### src/rtl/comp_decim2.sv
module comp_decim2 #(
  parameter int IN_W = 18,
  localparam int OUT_W = IN_W + 1
) (
  input  logic                    clk,
  input  logic                    rst,
  input  logic                    din_valid,
  input  logic signed [IN_W-1:0]  din,
  output logic                    dout_valid,
  output logic signed [OUT_W-1:0] dout
);

  localparam int FRAC  = 15;
  localparam int ACC_W = IN_W + FRAC + 3;
  localparam logic [ACC_W-1:0] HALF = ACC_W'(1) << (FRAC - 1);

  logic                   phase;
  logic signed [IN_W-1:0] held, a1, a2, b1, b2;

  logic signed [IN_W:0]    s0, s1, s2;
  logic signed [ACC_W-1:0] e0, e1, e2, p0, p1, p2, acc;
  logic        [ACC_W-1:0] rnd;

  assign s0 = {din[IN_W-1], din}   + {a2[IN_W-1], a2};
  assign s1 = {held[IN_W-1], held} + {b2[IN_W-1], b2};
  assign s2 = {b1[IN_W-1], b1}     + {a1[IN_W-1], a1};

  assign e0 = ACC_W'(s0);
  assign e1 = ACC_W'(s1);
  assign e2 = ACC_W'(s2);

  assign p0 = (e0 <<< 12) - (e0 <<< 8) - (e0 <<< 6) - (e0 <<< 4) + (e0 <<< 1);
  assign p1 = (e1 <<< 13) + (e1 <<< 11) + (e1 <<< 9) + (e1 <<< 6) + (e1 <<< 2);
  assign p2 = (e2 <<< 13) - (e2 <<< 9) - (e2 <<< 5) - (e2 <<< 3) - (e2 <<< 1);

  assign acc = p0 + p1 + p2;
  assign rnd = acc + HALF;

  always_ff @(posedge clk) begin
    if (rst) begin
      phase      <= 1'b0;
      held       <= '0;
      a1         <= '0;
      a2         <= '0;
      b1         <= '0;
      b2         <= '0;
      dout       <= '0;
      dout_valid <= 1'b0;
    end else begin
      dout_valid <= 1'b0;
      if (din_valid) begin
        phase <= ~phase;
        if (!phase) begin
          held <= din;
        end else begin
          a1         <= held;
          a2         <= a1;
          b1         <= din;
          b2         <= b1;
          dout       <= rnd[FRAC+OUT_W-1:FRAC];
          dout_valid <= 1'b1;
        end
      end
    end
  end

  p_reset_clears_r1: assert property (@(posedge clk) disable iff (rst)
    $past(rst) |-> (!dout_valid && dout == '0));

  p_pulse_needs_input_r2: assert property (@(posedge clk) disable iff (rst)
    dout_valid |-> $past(din_valid));

  p_pulse_isolated_r2: assert property (@(posedge clk) disable iff (rst)
    dout_valid |=> !dout_valid);

  p_hold_between_r5: assert property (@(posedge clk) disable iff (rst)
    !dout_valid |-> $stable(dout));

endmodule

### config.mk
export PLATFORM = sky130hd
export DESIGN_NAME = comp_decim2
export DESIGN_NICKNAME = d
export VERILOG_FILES = /design/src/rtl/comp_decim2.sv
export SDC_FILE = /design/constraint.sdc
export NUM_CORES = 1
export LEC_CHECK = 0
export ABC_AREA = 1
export BUFFER_PORTS_ARGS = -buffer_cell sky130_fd_sc_hd__buf_2
export CAP_MARGIN = 0
export CELL_PAD_IN_SITES_DETAIL_PLACEMENT = 0
export CELL_PAD_IN_SITES_GLOBAL_PLACEMENT = 1
export CORE_ASPECT_RATIO = 1.25
export CORE_MARGIN = 2
export CORE_UTILIZATION = 45
export DETAILED_ROUTE_END_ITERATION = 16
export PLACE_DENSITY = 0.81
export SYNTH_ARGS = -nofsm -noshare
export SYNTH_HDL_FRONTEND = slang
export SYNTH_SLANG_ARGS = --single-unit
### constraint.sdc
create_clock -name clk -period 7.5 [get_ports clk]
set_input_delay 1.875 -clock clk [delete_from_list [all_inputs] [get_ports clk]]
set_output_delay 1.875 -clock clk [all_outputs]
set_load 0.1 [all_outputs]
== Yosys cells after proc, flatten, opt, wreduce, memory -nomap -nowiden ==
Index checks and enable logic that the tools add are counted.
W data, S select, Z words.

* Register bits: 111
* Logic and storage cells: 32
* Output and inout bits: 20
* Bits of input ports: 21

* $add $sub $neg: 18
* Muxes and demuxes: 1
* Bitwise operators: 2
* Reduce and logical (&&, ||, !) cells: 3

{| class="wikitable"
|+ Operator list
! cell !! count
|-
| $add A34 B34 Y34 || 2
|-
| $add A18 B18 Y19 || 3
|-
| $add A33 B28 Y34 || 1
|-
| $add A34 B15 Y34 const B || 1
|-
| $add A34 B20 Y34 || 1
|-
| $add A34 B21 Y34 || 1
|-
| $add A34 B25 Y34 || 1
|-
| $sub A33 B23 Y34 || 1
|-
| $sub A33 B24 Y34 || 1
|-
| $sub A34 B20 Y34 || 1
|-
| $sub A34 B22 Y34 || 1
|-
| $add A32 B30 Y33 || 1
|-
| $sub A32 B25 Y33 || 1
|-
| $sub A32 B28 Y33 || 1
|-
| $sub A31 B27 Y32 || 1
|-
| $reduce_and A2 Y1 || 2
|-
| $not A1 Y1 || 2
|-
| $reduce_or A2 Y1 || 1
|-
| $mux W1 || 1
|}

== Logic depth before layout (Yosys ltp) ==
Gate-level depths: netlist of run 1.

* Word-level depth: 8
* Depth in mapped cells: 38
* Gate-level depth less buffers: 38

== Worst setup path after synthesis of run 1 ==
Ideal clock, no wire load.

* Path kind: in2reg
* From: in din[0]
* To: reg dout[12]
* Arrival: 7.809 ns
* Path buffers: 0
* Stages on the path: 30
* Setup slack: -0.383 ns
* Cells stage by stage: ha_1 inv_1 fa_1 o21ai_2 nand2_1 nand2_2 nand2_2 a21oi_2 xor2_1 inv_1 fa_1 fa_1 fa_1 fa_1 fa_1 inv_1 fa_1 inv_1 ha_1 a21oi_1 inv_1 nor2_1 nor2_1 nor2_1 nand3_1 nand2_1 nand2_1 nand2_1 nand2_1 o21ai_0

* Longest elaborated chain between the ends: 8

{| class="wikitable"
|+ RTL lines
! what !! line !! text
|-
| start: declaration || 8 || <nowiki>input logic signed [IN_W-1:0] din,</nowiki>
|-
| $add A18 B18 Y19 (*) || 24 || <nowiki>assign s0 = {din[IN_W-1], din} + {a2[IN_W-1], a2};</nowiki>
|-
| $sub A31 B27 Y32 || 32 || <nowiki>assign p0 = (e0 <<< 12) - (e0 <<< 8) - (e0 <<< 6) - (e0 <<< 4) + (e0 <<< 1);</nowiki>
|-
| $sub A32 B25 Y33 || 32 ||
|-
| $sub A33 B23 Y34 || 32 ||
|-
| $add A34 B20 Y34 (*) || 32 ||
|-
| $add A34 B34 Y34 (*) (2 in series) || 36 || <nowiki>assign acc = p0 + p1 + p2;</nowiki>
|-
| $add A34 B15 Y34 (*) || 37 || <nowiki>assign rnd = acc + HALF;</nowiki>
|-
| end signal: assignment || 60 || <nowiki>dout <= rnd[FRAC+OUT_W-1:FRAC];</nowiki>
|-
| end: declaration || 10 || <nowiki>output logic signed [OUT_W-1:0] dout</nowiki>
|}

Every way passes the cells marked *; elsewhere a longest branch is shown, timed or not.
A chain may end at the register's enable or synchronous reset.

== Worst setup path after layout of run 1 ==
* From: in din[0]
* To: reg dout[15]

The elaborated chain is that of the path after synthesis.

==> flow_summary_export.csv, run 1 <==
group,metric,value,unit
setup_path,crit_type,"input port to register",
grt,grt_pass1_wl,70.7,mm
setup_path,cp.arrival,7950,ps
clock_network,numClockSinks,111,
run_status,status,"complete, but fails checks",
logic_synthesis,synth_ff_type,"dfxtp_1",
hold_path,min-delay-path-class,"register to register",
clock_network,cts_tree,"built",
setup_path,critPathMaxFanout,3,
floorplanning,rows,75,
grt,antenna_found_initial,0,
sta,setup-violations-final,16,
logic_synthesis,ys_async_sr_fraction,0,%
setup_path,cpMostUsedCell,"fa_1",
final_layout,layout_commonest_cell,"inv_1",
placed_design,io_buffer_count,40,
final_layout,synthToLayoutAreaGrowth,22.1,%
sta,hold_violations,0,
placed_design,gp_congestion,0.968,
final_layout,final_cell_area,18800,um^2
clock_network,htree_levels,3,
clock_network,cts_root_buffer,"clkbuf_16",
logic_synthesis,synth_nets,2305,
logic_synthesis,synth_area,15400,um^2
placed_design,dp_hpwl,37.6,mm
final_layout,fin_nets,2538,
routing,wire_per_inst,17.5,um
sta,fin_crit_sh,102,%
logic_synthesis,ys_types,44,
routing,drc,0,
logic_synthesis,syn_inst,1872,
routing,post_drt_via_cell_ratio,5.07,
logic_synthesis,ys_warn_count,0,
setup_path,crit_path_end_kind,"register",
grt,overflow,0,
routing,vias,12800,
final_layout,antenna_cells,0,
sta,min_period,7660,ps
floorplanning,die_area,35700,um^2
floorplanning,coreArea,33700,um^2
grt,grt_max_degree,60,
logic_synthesis,synth_edf_count,0,
clock_network,cts_buffers,9,
flow_run,drv_cap,0,
setup_path,cpPeakStageDelay,560,ps
setup_path,cp-start-kind,"input port",
floorplanning,io_pins,41,
routing,drtIter0Drc,711,
sta,rsz0062_at_grt,"yes",
floorplanning,die_h,211,um
final_layout,final_cell_mix,"inv_1 (430), nand2_1 (300), fa_1 (240)",
sta,max_slew_margin,22.6,%
floorplanning,die_x,170,um
sta,max_freq,0.131,GHz
routing,ant_nets,0,
clock_network,clockBufferDepth,2,
logic_synthesis,yosysSeqAreaShare,14.4,%
clock_network,insertion_delay,390,ps
clock_network,path_clk_slew,100,ps
sta,tightest_slew,1160,ps
routing,wirelength,44.3,mm
placed_design,post-place-ws,-837,ps
sta,maxSlewViolCount,0,
floorplanning,initial_core_util,45.7,%
routing,first_pass_iters,6,
final_layout,drive_gt1_share,23.0,%
placed_design,place_area,17700,um^2
setup_path,crit_path_top_delay_cell,"fa_1",
grt,globalRouteTotalUtil,25.8,%
grt,grt_pass1_vias,13800,
sta,setup_slack,-158,ps
clock_network,hold_buffers,0,
setup_path,worst_ep_required_time,7790,ps
logic_synthesis,yosys_register_bits,111,
run_status,violations,"negative setup slack",
logic_synthesis,avgSynthCellArea,8.23,um^2
sta,clock_skew,20.6,ps
## metrics by stage
step / hold slack [ps] / TNS [ps] / utilization, % / std cells
6_report: 450 / -1500 / 55.9 / 2531
5_1_grt: 471 / -6790 / 55.9 / 2531
4_1_cts: 456 / -1350 / 54.6 / 2523
3_5_place_dp: 437 / -12940 / 52.5 / 2494
3_3_place_gp: 432 / -11630 / 52.5 / 2494
2_1_floorplan: 432 / -130 / - / 1872
## worst paths after layout
kind / from / end / slack, ps / cells past startpoint
worst max-delay path: din[0] / dout[15] / -160 / 31
worst min-delay path: dout[2] / dout[2] / 450 / 2
worst max register to register: held[0] / dout[15] / 460 / 30
worst min register to register: dout[2] / dout[2] / 450 / 2
## routing by layer
metal / global-route usage, % / vias to the layer above / routed length, um
li1: - / 6199 / -
met1: 30.2 / 6252 / 18000
met2: 47.4 / 270 / 22800
met3: 2.74 / 103 / 1330
met4: 11.8 / 0 / 2180
met5: 0 / - / 0
## flip-flops by register name (all words and copies together) (netlist names)
name and cells:
dout 19, b2 18, b1 18, a1 18, phase 1, a2 18, held 18, dout_valid 1
## what timing repair did
action | CTS | global route
endpoints found under the setup margin | 19 | 19
hold endpoints to repair | 0 | 0
cloned | 0 | 0
pin swaps | 53 | 53
gates resized for setup | 86 | 94
buffers inserted | 15 | 8
## critical path, delay by kind of cell
family          cells  cell delay [ps]
xor+xnor            1              200
fa+ha+maj           9             3720
simple gates        9             1030
buf+inv             7              500
compound gates      5              630
## synth_stat cells (all sizes together), types with 17 or more instances
library cell / count / area share [%]
a211oi: 17 / 0.83
a21oi: 91 / 3.0
dfxtp: 111 / 14
fa: 252 / 33
ha: 160 / 13
inv: 466 / 11
nand2: 350 / 8.9
nand3: 56 / 1.9
nor2: 98 / 2.5
o21ai: 101 / 3.3
xor2: 37 / 2.2
## layout make-up
class | count | area (um^2)
Clock inverter | 5 | 68.8
Inverter | 466 | 1760
Timing Repair Buffer | 246 | 1840
Multi-Input combinational cell | 1271 | 12200
Tap cell | 423 | 529
Sequential cell | 111 | 2220
Clock buffer | 9 | 225
Fill cell | 3080 | 14900
## cells by family (layout without fill, tap and decap cells)
kind of cell / Yosys count / after routing / share of synthesized area, %
AOI/OAI and AO/OA: 268 / 268 / 9.90
xor gates and xnor gates: 45 / 45 / 2.70
adders and majority gates: 412 / 412 / 45.7
buffers and inverters: 490 / 726 / 12.0
DFF: 111 / 111 / 14.4
and+or+nand+nor: 546 / 546 / 15.2
Power of run 1 is left out: the tool's default activity adds up to more than one toggle a clock period on the data nets, which glitch-free logic cannot reach.
==> run 2, diff against run 1 <==
- RECOVER_POWER: unset -> 100
==> run 2 against run 1 <==
Compared with the run above:
- the run still ends with negative setup slack left
- sequential cell count did not move
- design area fell by 0.15%
- critical path type unchanged
- register-to-register slack barely moved
- maximum frequency barely moved
- clock skew fell by 2.5 ps
==> flow_summary_export.csv, run 2 (same netlist as run 1, synthesis figures left out) <==
group,metric,value,unit
final_layout,top_register,"dout",
sta,maxSlewViolCount,0,
clock_network,htree_levels,3,
setup_path,crit_type,"input port to register",
setup_path,crit_path_top_delay_cell,"fa_1",
grt,antenna_found_initial,0,
clock_network,path_clk_slew,90,ps
run_status,status,"complete, but fails checks",
sta,setup-tns-final,-1510,ps
final_layout,final_cell_mix,"inv_1 (431), nand2_1 (300), fa_1 (240)",
setup_path,cpPeakStageDelay,560,ps
routing,ant_nets,0,
routing,post_drt_via_cell_ratio,5.05,
setup_path,r2r_start,"held[0]",
placed_design,io_buffer_count,40,
grt,grt_pass1_vias,13800,
setup_path,rrSetupSlack,460,ps
setup_path,cpMostUsedCell,"fa_1",
final_layout,final_cells,2532,
final_layout,drive_gt1_share,21.9,%
routing,first_pass_iters,5,
routing,drtIter0Drc,633,
routing,top_layer,"met4",
routing,wire_per_inst,17.5,um
sta,hold_violations,0,
routing,dr_wl_met2,22.8,mm
setup_path,reg2reg_depth,30,
final_layout,largest_reg_flops,19,
placed_design,dp_hpwl,37.6,mm
clock_network,cts_buffers,9,
floorplanning,rows,75,
clock_network,cts_tree,"built",
sta,setup-violations-final,16,
final_layout,fillCellCount,3093,
sta,setup_slack,-159,ps
setup_path,worst_ep_required_time,7790,ps
floorplanning,die_area,35700,um^2
sta,fin_crit_sh,102,%
setup_path,cp-startpoint,"din[0]",
routing,vias,12800,
setup_path,cp-start-kind,"input port",
floorplanning,io_pins,41,
grt,grt_max_degree,60,
floorplanning,coreArea,33700,um^2
routing,wl_met3,1.27,mm
setup_path,cp.arrival,7950,ps
sta,max_slew_margin,20.5,%
run_status,violations,"negative setup slack",
final_layout,multi_input_area,12200,um^2
final_layout,fin_nets,2538,
clock_network,hold_buffers,0,
floorplanning,die_x,170,um
final_layout,register_area,2220,um^2
grt,overflow,0,
setup_path,cp-endpoint,"dout[15]",
sta,rsz0062_at_grt,"yes",
clock_network,numClockSinks,111,
flow_run,drv_cap,0,
sta,min_period,7660,ps
placed_design,place_area,17700,um^2
final_layout,final_cell_area,18800,um^2
routing,wl_met1,18.1,mm
setup_path,critPathMaxFanout,3,
sta,tightest_slew,1200,ps
hold_path,min-delay-path-class,"register to register",
clock_network,insertion_delay,390,ps
grt,grt_pass1_wl,70.7,mm
routing,drc,0,
setup_path,r2r_end,"dout[15]",
placed_design,placed_cells,2494,
setup_path,crit_path_end_kind,"register",
final_layout,synthToLayoutAreaGrowth,21.9,%
routing,wirelength,44.4,mm
grt,globalRouteTotalUtil,25.8,%
hold_path,holdCritStartpoint,"dout[2]",
placed_design,gp_congestion,0.968,
clock_network,clockBufferDepth,2,
floorplanning,die_h,211,um
final_layout,layout_commonest_cell,"inv_1",
sta,max_freq,0.131,GHz
sta,clock_skew,18.1,ps
clock_network,cts_root_buffer,"clkbuf_16",
floorplanning,initial_core_util,45.7,%
## run 2: repair_timing
action / CTS / global route
endpoints found under the setup margin: 19 / 19
gates resized for setup: 86 / 94
gates cloned: 0 / 0
pin swaps: 53 / 53
setup buffers: 15 / 8
## run 2: worst min-delay path by stage
stage,to,slack (ps),cells after the start
2_1_floorplan,a2[10],430,2
3_3_place_gp,dout[1],430,2
3_5_place_dp,dout[3],440,2
4_1_cts,dout[3],460,2
5_1_grt,dout[0],470,2
6_report,dout[2],450,2
## run 2: critical path, delay by kind of cell
kind | cells | cell delay (ps)
xor gates and xnor gates | 1 | 200
buffers and inverters | 7 | 500
AOI/OAI and AO/OA | 5 | 630
adders and majority gates | 9 | 3710
and+or+nand+nor | 9 | 1030
## run 2: routing by layer
layer  vias to the layer above  GRT usage (%)
met5                         -              0
met4                         0           11.8
met3                       104           2.74
met2                       266           47.4
met1                      6228           30.2
li1                       6196              -
## run 2: area by class of cell
class	count	area share [%]
clock buffer	9	1.20
inverter	466	9.36
timing repair buffer	246	9.63
clock inverter	5	0.366
antenna	1	0.0133
tap	423	2.82
multi-input combinational	1271	64.8
sequential	111	11.8
## run 2: through the flow
| step | hold slack (ps) | worst slack [ps] | util [%] |
|---|---|---|---|
| 6_report | 453 | -159 | 55.8 |
| 5_1_grt | 473 | -452 | 55.8 |
| 4_1_cts | 456 | -173 | 54.6 |
| 3_5_place_dp | 437 | -837 | 52.5 |
| 3_3_place_gp | 432 | -778 | 52.5 |
| 2_1_floorplan | 432 | -34.5 | - |
Power of run 2 is left out for the same reason.
==> run 3, diff against run 2 <==
- CELL_PAD_IN_SITES_DETAIL_PLACEMENT: 0 -> unset
- CELL_PAD_IN_SITES_GLOBAL_PLACEMENT: 1 -> unset
- CORE_UTILIZATION: 45 -> 55
- PLACE_DENSITY: 0.81 -> 0.76
==> run 3 against run 2 <==
Compared with the run above:
- the flow still finishes with violations (negative setup slack)
- register-to-register slack lost 90 ps
- design area up 3.1%
- die area shrank 18%
- critical path depth rose by 2
- setup slack worse by 240 ps
- sequential share of layout area fell by 0.35 points
- via count rose by 4.7%
==> flow_summary_export.csv, run 3 (same netlist as run 1, synthesis figures left out) <==
group,metric,value,unit
sta,clock_skew,19.4,ps
final_layout,final_cell_mix,"inv_1 (411), nand2_1 (288), fa_1 (227)",
placed_design,gp_congestion,1.00,
sta,setup_slack,-397,ps
sta,rsz0062_at_grt,"yes",
run_status,status,"complete, but fails checks",
grt,grt_max_degree,60,
setup_path,crit_path_end_kind,"register",
clock_network,insertion_delay,390,ps
final_layout,fillCellCount,2064,
sta,min_period,7900,ps
final_layout,final_cell_area,19400,um^2
clock_network,cts_tree,"built",
routing,drc,0,
sta,setup-violations-final,19,
routing,drtIter0Drc,949,
setup_path,rrSetupSlack,370,ps
setup_path,cp.arrival,8220,ps
final_layout,fin_nets,2552,
final_layout,layout_commonest_cell,"inv_1",
placed_design,io_buffer_count,40,
floorplanning,initial_core_util,55.9,%
clock_network,cts_buffers,9,
routing,ant_nets,0,
sta,max_slew_margin,20.3,%
clock_network,hold_buffers,0,
clock_network,cts_root_buffer,"clkbuf_16",
final_layout,register_area,2220,um^2
final_layout,drive_gt1_share,27.4,%
grt,overflow,0,
floorplanning,rows,68,
sta,tightest_slew,1200,ps
final_layout,fin_util,70.3,%
grt,grt_pass1_wl,71.9,mm
floorplanning,die_x,154,um
floorplanning,die_h,191,um
final_layout,largest_reg_flops,19,
final_layout,synthToLayoutAreaGrowth,25.7,%
final_layout,antenna_cells,0,
setup_path,critPathBufInv,8,
routing,first_pass_iters,5,
grt,grt_pass1_vias,14200,
routing,post_drt_via_cell_ratio,5.42,
setup_path,critPathMaxFanout,4,
sta,maxSlewViolCount,0,
run_status,violations,"negative setup slack",
grt,globalRouteTotalUtil,31.6,%
flow_run,drv_cap,0,
sta,fin_crit_sh,105,%
clock_network,htree_levels,3,
routing,wire_per_inst,18.8,um
clock_network,numClockSinks,111,
floorplanning,coreArea,27600,um^2
setup_path,cpMostUsedCell,"fa_2",
routing,vias,13400,
floorplanning,io_pins,41,
placed_design,place_area,17600,um^2
clock_network,clockBufferDepth,2,
setup_path,crit_type,"input port to register",
setup_path,path_delay_family,"adder cells",
final_layout,top_register,"dout",
sta,hold_ws,448,ps
sta,max_freq,0.127,GHz
setup_path,cp-start-kind,"input port",
setup_path,crit_path_top_delay_cell,"fa_2",
placed_design,dp_hpwl,37.1,mm
final_layout,multi_input_area,12600,um^2
hold_path,min-delay-path-class,"register to register",
sta,hold_violations,0,
routing,wirelength,46.4,mm
clock_network,path_clk_slew,90,ps
grt,antenna_found_initial,0,
setup_path,worst_ep_required_time,7830,ps
setup_path,cpPeakStageDelay,550,ps
floorplanning,die_area,29400,um^2
## run 3: cell types whose count changed in the layout (fill, tap and decap cells not counted), moves of 8 or more
cell	delta
nand2_1	-12
fa_2	+13
fa_1	-13
nor2_1	-14
a21oi_1	-10
nand2_4	+14
clkbuf_1	-19
nor2_2	+8
inv_1	-20
buf_2	+20
inv_2	+14
## run 3: timing repair
item | CTS | global route
setup endpoints to repair | 19 | 19
resized for setup | 140 | 172
setup buffers | 22 | 16
pin swaps | 78 | 114
endpoints found under the hold margin | 0 | 0
## run 3: cell type report
| type | count | area share [%] |
|---|---|---|
| repair buffers | 260 | 10.3 |
| clock inverters | 5 | 0.245 |
| clock buffers | 11 | 1.25 |
| flip-flops and latches | 111 | 11.5 |
| multi-input cells | 1271 | 65.3 |
| inverters | 466 | 9.15 |
| well taps | 350 | 2.26 |
## run 3: metrics by stage
stage,setup TNS (ps),instances,setup slack (ps)
final,-3600,2474,-397
after global routing,-7170,2474,-552
after CTS,-1400,2458,-209
after detailed placement,-13180,2420,-891
after global placement,-11300,2420,-807
after floorplan,-130,1872,-34.5
## run 3: final timing paths
path	startpoint	endpoint	cells past startpoint
max reg2reg	held[0]	dout[12]	29
min	dout[11]	dout[11]	2
min reg2reg	dout[11]	dout[11]	2
max	din[0]	dout[12]	33
## run 3: worst min-delay path: stages (launching register included)
cell     delay (ps)
dfxtp_1         320
nand2_1          60
nand2_1          40
## run 3: metal layers
metal / share of wire (%) / wire length, um / global-route usage, %
met5: 0 / 0 / 0
met4: 6.2 / 2870 / 16.4
met3: 4.2 / 1950 / 2.83
met2: 51 / 23700 / 58.0
met1: 38 / 17900 / 36.7
Power of run 3 is left out for the same reason.
